`src/rtl/card_chg_pkg.sv`:
```
package card_chg_pkg;
  localparam int DW = 8;
  localparam int NEV = 5;

  localparam int EV_GPI   = 0;
  localparam int EV_DET   = 1;
  localparam int EV_RDY   = 2;
  localparam int EV_BWARN = 3;
  localparam int EV_BDEAD = 4;

  localparam logic [1:0] REG_EVT  = 2'd0;
  localparam logic [1:0] REG_CTL  = 2'd1;
  localparam logic [1:0] REG_STAT = 2'd2;
  localparam logic [1:0] REG_AUX  = 2'd3;

  function automatic logic card_present(input logic a, input logic b);
    return a & b;
  endfunction

  function automatic logic [DW-1:0] ctl_mask(input int line_w);
    logic [DW-1:0] m;
    m = '0;
    for (int i = 0; i < NEV; i++) m[i] = 1'b1;
    for (int i = 0; i < line_w; i++) m[DW-1-i] = 1'b1;
    return m;
  endfunction

  function automatic logic [DW-1:0] status_byte(input logic a, input logic b,
                                                input logic rdy, input logic bw,
                                                input logic bd, input logic gp);
    return {1'b0, gp, bd, bw, rdy, card_present(a, b), b, a};
  endfunction
endpackage

```
`src/rtl/card_chg_edge.sv`:
```
module card_chg_edge #(
  parameter int N = 5
) (
  input  logic         clk,
  input  logic         rst_n,
  input  logic [N-1:0] lvl_i,
  output logic [N-1:0] tog_o
);
  for (genvar i = 0; i < N; i++) begin : g_bit
    logic prev_q;
    always_ff @(posedge clk or negedge rst_n) begin
      if (!rst_n) prev_q <= 1'b0;
      else        prev_q <= lvl_i[i];
    end
    assign tog_o[i] = lvl_i[i] ^ prev_q;
  end
endmodule

```
`src/rtl/card_chg_sock.sv`:
```
module card_chg_sock
  import card_chg_pkg::*;
#(
  parameter int NLINES = 4,
  parameter int LINE_W = 2
) (
  input  logic              clk,
  input  logic              rst_n,
  input  logic              det_a_i,
  input  logic              det_b_i,
  input  logic              rdy_i,
  input  logic              bwarn_i,
  input  logic              bdead_i,
  input  logic              gpi_i,
  input  logic              sel_i,
  input  logic              we_i,
  input  logic [1:0]        reg_i,
  input  logic [DW-1:0]     wdata_i,
  output logic [DW-1:0]     view_o,
  output logic [NLINES-1:0] irq_o
);
  localparam logic [DW-1:0] CTL_MASK = ctl_mask(LINE_W);

  logic              present;
  logic [NEV-1:0]    lvl, tog, new_evt, evt_q, evt_d, en;
  logic              susp_q;
  logic [DW-1:0]     ctl_q;
  logic [LINE_W-1:0] route;
  logic              wr_ctl, wr_aux, rd_clr, pending, fire;

  assign present = card_present(det_a_i, det_b_i);
  assign lvl = {bdead_i, bwarn_i, rdy_i, present, gpi_i};

  card_chg_edge #(.N(NEV)) u_edge (
    .clk   (clk),
    .rst_n (rst_n),
    .lvl_i (lvl),
    .tog_o (tog)
  );

  assign wr_ctl  = sel_i && we_i  && (reg_i == REG_CTL);
  assign wr_aux  = sel_i && we_i  && (reg_i == REG_AUX);
  assign rd_clr  = sel_i && !we_i && (reg_i == REG_EVT);
  assign new_evt = susp_q ? '0 : tog;
  assign evt_d   = (evt_q & ~{NEV{rd_clr}}) | new_evt;

  always_ff @(posedge clk or negedge rst_n) begin
    if (!rst_n) begin
      evt_q  <= '0;
      ctl_q  <= '0;
      susp_q <= 1'b1;
    end else begin
      evt_q <= evt_d;
      if (wr_ctl) ctl_q  <= wdata_i & CTL_MASK;
      if (wr_aux) susp_q <= wdata_i[0];
    end
  end

  assign en      = ctl_q[NEV-1:0];
  assign route   = ctl_q[DW-1 -: LINE_W];
  assign pending = |(evt_q & en);
  assign fire    = pending && !susp_q;

  always_comb begin
    for (int i = 0; i < NLINES; i++)
      irq_o[i] = fire && (route == LINE_W'(i));
  end

  always_comb begin
    case (reg_i)
      REG_EVT:  view_o = {{(DW-NEV){1'b0}}, evt_q};
      REG_CTL:  view_o = ctl_q;
      REG_STAT: view_o = status_byte(det_a_i, det_b_i, rdy_i, bwarn_i, bdead_i, gpi_i);
      default:  view_o = {{(DW-1){1'b0}}, susp_q};
    endcase
  end


  evt_rdclr_chk: assert property (@(posedge clk) disable iff (!rst_n)
    (rd_clr && new_evt == '0) |=> evt_q == '0);

  evt_win_chk: assert property (@(posedge clk) disable iff (!rst_n)
    (rd_clr && new_evt != '0) |=> ((evt_q & $past(new_evt)) == $past(new_evt)));

  susp_quiet_chk: assert property (@(posedge clk) disable iff (!rst_n)
    susp_q |-> irq_o == '0);

  susp_hold_chk: assert property (@(posedge clk) disable iff (!rst_n)
    (susp_q && !rd_clr) |=> evt_q == $past(evt_q));

  irq_onehot_chk: assert property (@(posedge clk) disable iff (!rst_n)
    $onehot0(irq_o));

  ctl_zero_chk: assert property (@(posedge clk) disable iff (!rst_n)
    (wr_ctl && wdata_i == '0) |=> irq_o == '0);

  det_hold_chk: assert property (@(posedge clk) disable iff (!rst_n)
    (!tog[EV_DET] && !rd_clr) |=> evt_q[EV_DET] == $past(evt_q[EV_DET]));
endmodule

```
`src/rtl/card_chg_irq.sv`:
```
module card_chg_irq
  import card_chg_pkg::*;
#(
  parameter int NSOCK  = 4,
  parameter int NLINES = 4,
  localparam int SOCK_W = (NSOCK > 1) ? $clog2(NSOCK) : 1,
  localparam int LINE_W = (NLINES > 1) ? $clog2(NLINES) : 1,
  localparam int ADDR_W = SOCK_W + 2
) (
  input  logic              clk,
  input  logic              rst_n,
  input  logic [NSOCK-1:0]  det_a_i,
  input  logic [NSOCK-1:0]  det_b_i,
  input  logic [NSOCK-1:0]  rdy_i,
  input  logic [NSOCK-1:0]  bwarn_i,
  input  logic [NSOCK-1:0]  bdead_i,
  input  logic [NSOCK-1:0]  gpi_i,
  input  logic              bus_req_i,
  input  logic              bus_we_i,
  input  logic [ADDR_W-1:0] bus_addr_i,
  input  logic [DW-1:0]     bus_wdata_i,
  output logic [DW-1:0]     bus_rdata_o,
  output logic [NLINES-1:0] irq_o
);
  logic [SOCK_W-1:0] sock_idx;
  logic [1:0]        reg_idx;
  logic [DW-1:0]     views [NSOCK];
  logic [NLINES-1:0] reqs  [NSOCK];
  logic [DW-1:0]     rdata_q;

  assign sock_idx = bus_addr_i[ADDR_W-1:2];
  assign reg_idx  = bus_addr_i[1:0];

  for (genvar s = 0; s < NSOCK; s++) begin : g_sock
    card_chg_sock #(.NLINES(NLINES), .LINE_W(LINE_W)) u_sock (
      .clk     (clk),
      .rst_n   (rst_n),
      .det_a_i (det_a_i[s]),
      .det_b_i (det_b_i[s]),
      .rdy_i   (rdy_i[s]),
      .bwarn_i (bwarn_i[s]),
      .bdead_i (bdead_i[s]),
      .gpi_i   (gpi_i[s]),
      .sel_i   (bus_req_i && (32'(sock_idx) == s)),
      .we_i    (bus_we_i),
      .reg_i   (reg_idx),
      .wdata_i (bus_wdata_i),
      .view_o  (views[s]),
      .irq_o   (reqs[s])
    );
  end

  always_ff @(posedge clk or negedge rst_n) begin
    if (!rst_n) rdata_q <= '0;
    else if (bus_req_i && !bus_we_i)
      rdata_q <= (32'(sock_idx) < NSOCK) ? views[sock_idx] : '0;
  end
  assign bus_rdata_o = rdata_q;

  always_comb begin
    irq_o = '0;
    for (int s = 0; s < NSOCK; s++) irq_o = irq_o | reqs[s];
  end
endmodule

```
`config.mk`:
```
export PLATFORM = sky130hd
export DESIGN_NAME = card_chg_irq
export DESIGN_NICKNAME = d
export VERILOG_FILES = /design/src/rtl/card_chg_pkg.sv /design/src/rtl/card_chg_edge.sv /design/src/rtl/card_chg_sock.sv /design/src/rtl/card_chg_irq.sv
export SDC_FILE = /design/constraint.sdc
export NUM_CORES = 1
export LEC_CHECK = 0
export BUFFER_PORTS_ARGS = -buffer_cell sky130_fd_sc_hd__buf_4
export CAP_MARGIN = 10
export CORE_MARGIN = 3
export CORE_UTILIZATION = 58
export CTS_CLUSTER_SIZE = 16
export DETAILED_ROUTE_END_ITERATION = 6
export PLACE_DENSITY = 0.8
export SLEW_MARGIN = 25
export SYNTH_ARGS = -nofsm -noshare
export SYNTH_HDL_FRONTEND = slang
export SYNTH_SLANG_ARGS = --single-unit
```
`constraint.sdc`:
```
create_clock -name clk -period 1.8 [get_ports clk]
set_input_delay 0.09 -clock clk [delete_from_list [all_inputs] [get_ports clk]]
set_output_delay 0.09 -clock clk [all_outputs]
set_load 0.02 [all_outputs]
```
==> run summary, run 1 <==
status: finished with violations
failing checks: setup timing
most instantiated library cell after synthesis: dfrtp_1
RSZ-0062 raised after global routing: yes
Worst R2R Start: g_sock[0].u_sock.evt_q[3]
TritonCTS clock tree: yes
critical path type: flop to output pin
Synth Register Bits: 80
NetSw: 1.38 mW
GRT Util Overall: 0.285
Layout Nets: 461
# port buffers: 50
Worst Hold Slack: 0.0132 ns
fillers: 430
PD cells: 933 nW/um^2
Hold Vio Cnt, Final: 0
maxcap violations: 0
WP data required: 1.71 ns
layout cell share with drive strength beyond 1: 0.336
Num Clock Sinks: 80
sequential share of power: 0.486
Area growth syn-to-layout: 23.3%
die width: 89.0 um
Worst-Margin Slew: 0.529 ns
CTS HTree Levels: 3
Sequential Area: 2010 sq um
initial antenna violation count: 0
sw frac: 0.300
CP arrival: 1.92 ns
Site Rows: 29
Setup violations, final: 4
final instance area: 4920 sq um
Yosys cell types: 53
number of global-route vias before repair: 3266
Leak: 2.16 nW
drt pass-1 iters: 7
Critical Path Start: g_sock[1].u_sock.evt_q[2]
Slew Viols, Final: 0
Starting DRT DRC Count: 204
RR Endpoint: bus_rdata_o[3]
top post-synthesis cells by area: dfrtp_1 48%, mux2_2 12%, xnor2_1 4.4%
DRC: 0
routed vias/inst: 6.30
Tmin final: 2.01 ns
worst setup path end: irq_o[0]
relative slew slack: 0.647
Die ar.: 7920 sq um
DPL Wire Length: 7.46 mm
Synth Instances: 337
vias: 3165
Mapped Nets: 377
Initial Utilization: 0.615
skew final: 0.00411 ns
maximum clock path buffer count: 2
GP Congestion: 0.888
Num CTS Buffers: 9
Routed WL per cell: 20.9 um
EDFF count, synth: 0
Multi-input gate area: 1890 sq um
Pint: 3.22 mW
combinational share of power: 0.239
clock transition at the registers of the reported paths: 0.08 ns
Yosys top cell by area: dfrtp_1
post-synth top area share: 0.476
period utilisation layout: 1.12
# IOs: 52
top post-synthesis cells by count: 76 x dfrtp_1, 41 x mux2_2, 28 x nand2_1
global-route wire length before repair: 16.8 mm
main flop type after synthesis: dfrtp_1
syn_area_per_cell: 11.8 sq um
mapped cell area: 3990 sq um
worst reg-to-reg setup slack: 0.35 ns
Crit Path Max Fanout: 2
Area after DPL: 4470 sq um
FMAX: 497 MHz
crit path capture type: output pin
clock network power share: 0.275
largest net degree at the start of global routing: 38
Post-DRT Antenna Nets: 0
CP Launch Type: flop
sequential fraction of the synthesis area: 0.503
Die Ht: 89.0 um
clock insertion delay at the later pin of the skew report: 0.35 ns
Core ar.: 6490 sq um
R2R depth: 5
Peak VDD IR: 0.833 mV
setup TNS: -0.689 ns
final wirelength: 10.5 mm
FFs w/ async S/R, synth: 1.00
Antenna diodes: 0
Yosys warning total: 0
Clock Root Buffer: clkbuf_8
final worst slack: -0.214 ns
fin util: 0.758
total congestion overflow: 0
worst hold path class: input port to flop
[critical path, stage by stage (launching register included)]
cell      delay [ns]
dfrtp_1         0.39
a222oi_1        0.41
buf_4           0.20
a211oi_2        0.07
a22oi_1         0.21
o211ai_1        0.12
buf_4           0.17
[placed cells by master, fill, tap and decap left out, types with 5 or more instances in the layout]
cell type	Yosys	final
o2bb2ai_1	10	10
xnor2_1	20	20
buf_4	2	70
inv_1	6	6
nand3_1	9	9
a22oi_1	8	7
mux2i_1	14	14
mux2_2	41	41
dlygate4sd3_1	0	18
nor2_1	10	10
nand3b_1	6	6
nand2_1	28	28
dfrtp_1	76	76
clkbuf_8	0	9
o21ai_1	10	10
nor3_1	5	5
[how the worst min path moves through the flow]
stage	from	to	slack, ns	cells after the start
floorplan	rst_n	bus_rdata_o[0]	-0.21	0
global placement	rst_n	g_sock[2].u_sock.evt_q[3]	0.009	1
detailed placement	rst_n	g_sock[2].u_sock.u_edge.g_bit[3].prev_q	0.009	1
CTS	bus_wdata_i[6]	g_sock[2].u_sock.ctl_q[6]	0.007	2
global route	bus_wdata_i[3]	g_sock[1].u_sock.ctl_q[3]	0.01	2
finish	bus_wdata_i[3]	g_sock[2].u_sock.ctl_q[3]	0.01	2
[sequential cells by signal, summed over array words and instances, names as in the netlist]
register                           cells
g_sock.u_sock.ctl_q                   28
g_sock.u_sock.evt_q                   20
g_sock.u_sock.u_edge.g_bit.prev_q     20
bus_rdata_o                            8
g_sock.u_sock.susp_q                   4
[cells by family after synthesis]
logic type,share of synthesized area
compound gates,0.123
xor+xnor,0.0439
simple gates,0.128
mux,0.173
buf+inv,0.0282
flops,0.503
[layer usage]
metal | routed length (um) | GRT usage | share of wire | up-vias
met4 | 259 | 0.115 | 0.025 | 0
met2 | 5130 | 0.468 | 0.49 | 139
met3 | 631 | 0.0571 | 0.060 | 28
met5 | 0 | 0 | 0 | -
li1 | - | - | - | 1428
met1 | 4490 | 0.375 | 0.43 | 1570
[repair_timing]
action	in CTS	in global routing
cloned	0	0
endpoints found under the hold margin	75	1
setup endpoints to repair	4	4
resized for setup	1	2
pin swaps	9	4
setup buffers	8	3
hold buffers	17	1
[metrics by stage]
stage | power [mW] | std cells | setup slack, ns
6_report | 4.59 | 502 | -0.214
5_1_grt | 4.79 | 502 | -0.371
3_3_place_gp | 3.21 | 458 | 0.156
3_5_place_dp | 3.25 | 458 | 0.0620
4_1_cts | 4.55 | 498 | -0.243
2_1_floorplan | 2.81 | 337 | 0.374
[power by group through the flow]
stage / registers (mW) / clock network (mW) / logic [mW]
final: 2.23 / 1.27 / 1.10
after global routing: 2.26 / 1.34 / 1.19
after CTS: 2.22 / 1.27 / 1.06
after detailed placement: 2.26 / 0 / 0.983
after global placement: 2.25 / 0 / 0.960
after floorplan: 2.18 / 0 / 0.630
[final cells by class]
class | instances | share of cell area
sequential | 80 | 0.408
multi-input combinational | 234 | 0.384
timing repair buffer | 89 | 0.147
clock buffer | 12 | 0.0274
tap | 77 | 0.0196
clock inverter | 3 | 0.00889
inverter | 7 | 0.00534
Power figures use the tool's default switching activity.
==> inputs of run 2 (changes only) <==
- ABC_AREA: not set -> 1
==> run summary, run 2 <==
crit path capture type: output pin
FFs w/ async S/R, synth: 1.00
Critical Path Start: g_sock[3].u_sock.evt_q[0]
EDFF count, synth: 0
Layout Nets: 644
combinational share of power: 0.236
skew final: 0.00889 ns
Leak: 2.58 nW
commonest non-fill, non-tap cell in the layout: nand2_1
mux share of post-synthesis cell area: 0.00279
period utilisation layout: 0.974
Synth Area in Compound Gates: 0.105
vias: 3876
Clock Root Buffer: clkbuf_8
relative slew slack: 0.668
maximum clock path buffer count: 2
RR Endpoint: bus_rdata_o[0]
die width: 89.5 um
Worst-Margin Slew: 0.495 ns
Biggest register: g_sock.u_sock.ctl_q
TritonCTS clock tree: yes
status: finished clean
top post-synthesis cells by count: 161 x nand2_1, 76 x dfrtp_1, 63 x inv_1
RSZ-0062 raised after global routing: yes
Setup violations, final: 0
routed vias/inst: 5.65
simple-gate share of the synthesized area: 0.277
GP Congestion: 0.930
final wirelength: 11.1 mm
DRC: 0
Starting DRT DRC Count: 408
Pint: 3.69 mW
top post-synthesis cells by area: dfrtp_1 47%, nand2_1 15%, nand3_1 6.1%
# IOs: 52
CTS HTree Levels: 3
R2R depth: 6
post-synth top area share: 0.471
Die ar.: 8000 sq um
# port buffers: 50
syn_area_per_cell: 7.77 sq um
fillers: 452
FMAX: 570 MHz
Mapped Nets: 560
slowest cell on the critical path: dfrtp_1
CP arrival: 1.66 ns
Tmin final: 1.75 ns
drt pass-1 iters: 6
Num CTS Buffers: 9
slowest stage delay, CP: 0.41 ns
Synth Register Bits: 80
initial antenna violation count: 0
Yosys warning total: 0
post-synthesis adder-cell area fraction: 0
layout cell share with drive strength beyond 1: 0.158
max reg flops: 28
largest family of logic cells by synthesized area: simple AND/OR/NAND/NOR gates
xor and xnor area share after synthesis: 0.0434
worst hold path class: input port to flop
Worst R2R Start: g_sock[0].u_sock.susp_q
Site Rows: 29
Slew Viols, Final: 0
global-route wire length before repair: 17.7 mm
CP Launch Type: flop
GRT Util Overall: 0.296
total congestion overflow: 0
PD cells: 1040 nW/um^2
Area growth syn-to-layout: 25.7%
Hold Vio Cnt, Final: 0
Crit Path Max Fanout: 4
maxcap violations: 0
Antenna diodes: 0
WP data required: 1.71 ns
clock insertion delay at the later pin of the skew report: 0.35 ns
Synth Instances: 520
number of global-route vias before repair: 3709
Die Ht: 89.5 um
sw frac: 0.301
Initial Utilization: 0.619
Yosys top cell by area: dfrtp_1
DPL Wire Length: 7.79 mm
Core ar.: 6530 sq um
largest net degree at the start of global routing: 49
critical path type: flop to output pin
clock transition at the registers of the reported paths: 0.08 ns
Worst Hold Slack: 0.00347 ns
Yosys cell types: 23
clock network power share: 0.330
cell mode on critical path: nand2_1
setup TNS: 0 ns
worst setup path end: irq_o[2]
worst reg-to-reg setup slack: 0.50 ns
most instantiated library cell after synthesis: nand2_1
Peak VDD IR: 0.633 mV
NetSw: 1.59 mW
mapped cell area: 4040 sq um
crit-path cells: nand2_1 -> nand2_1 -> inv_1 -> nand4_1 -> nand4_1 -> nand2_1 -> inv_1 -> nand2_2 -> buf_6
biggest regs: g_sock.u_sock.ctl_q: 28 flops, g_sock.u_sock.evt_q: 20 flops, g_sock.u_sock.u_edge.g_bit.prev_q: 20 flops
sequential share of power: 0.434
Num Clock Sinks: 80
sequential fraction of the synthesis area: 0.497
most frequent cells in the layout: 158 x nand2_1, 76 x dfrtp_1, 62 x inv_1
Routed WL per cell: 16.2 um
main flop type after synthesis: dfrtp_1
Post-DRT Antenna Nets: 0
[run 2: through the flow]
step / util / total power [mW] / std cells / area [sq um] / setup slack, ns
after floorplan: - / 2.98 / 520 / 4040 / 0.580
after global placement: 0.693 / 3.41 / 643 / 4530 / 0.321
after detailed placement: 0.693 / 3.45 / 643 / 4530 / 0.254
after CTS: 0.771 / 5.23 / 683 / 5040 / 0.0833
after global routing: 0.777 / 5.56 / 686 / 5080 / -0.0780
final: 0.777 / 5.28 / 686 / 5080 / 0.0461
[run 2: layer usage]
layer	wire length (um)	global-route usage	part of all wire
met5	0	0	0
met4	472	0.142	0.043
met3	1010	0.0544	0.091
met2	5120	0.464	0.46
met1	4500	0.397	0.41
[run 2: worst min-delay path by stage]
stage	start	end	depth (start not counted)
final	det_b_i[2]	g_sock[2].u_sock.u_edge.g_bit[1].prev_q	3
after global routing	det_b_i[0]	g_sock[0].u_sock.u_edge.g_bit[1].prev_q	3
after CTS	det_b_i[2]	g_sock[2].u_sock.u_edge.g_bit[1].prev_q	3
after detailed placement	rst_n	g_sock[0].u_sock.evt_q[1]	1
after global placement	rst_n	g_sock[0].u_sock.evt_q[1]	1
after floorplan	rst_n	bus_rdata_o[0]	0
[run 2: critical path: cells and delay by family, from the launching register on]
| kind | cells | cell delay (ns) |
|---|---|---|
| flops | 1 | 0.41 |
| simple gates | 6 | 0.67 |
| buf+inv | 3 | 0.25 |
[run 2: what timing repair did]
action,in CTS,in global routing
buffers inserted,0,3
resized for setup,0,8
setup endpoints to repair,0,5
hold buffers,24,0
endpoints found under the hold margin,58,0
[run 2: cells by family after synthesis]
family / after synthesis
muxes: 1
and+or+nand+nor: 264
DFF: 80
AOI/OAI and AO/OA: 78
buffers and inverters: 77
xor gates and xnor gates: 20
[run 2: area by class of cell]
type                            count  area (sq um)  share of cell area
Clock inverter                      5           128              0.0251
Tap cell                           77          96.3              0.0190
Inverter                           65           244              0.0481
Clock buffer                       11           141              0.0278
Sequential cell                    80          2010               0.395
Timing Repair Buffer               85           722               0.142
Multi-Input combinational cell    363          1740               0.343
[run 2: power groups by stage]
stage | clock [mW] | sequential, mW | combinational (mW)
detailed placement | 0 | 2.32 | 1.13
finish | 1.75 | 2.29 | 1.25
global placement | 0 | 2.31 | 1.10
CTS | 1.76 | 2.29 | 1.19
floorplan | 0 | 2.29 | 0.692
global route | 1.85 | 2.32 | 1.39
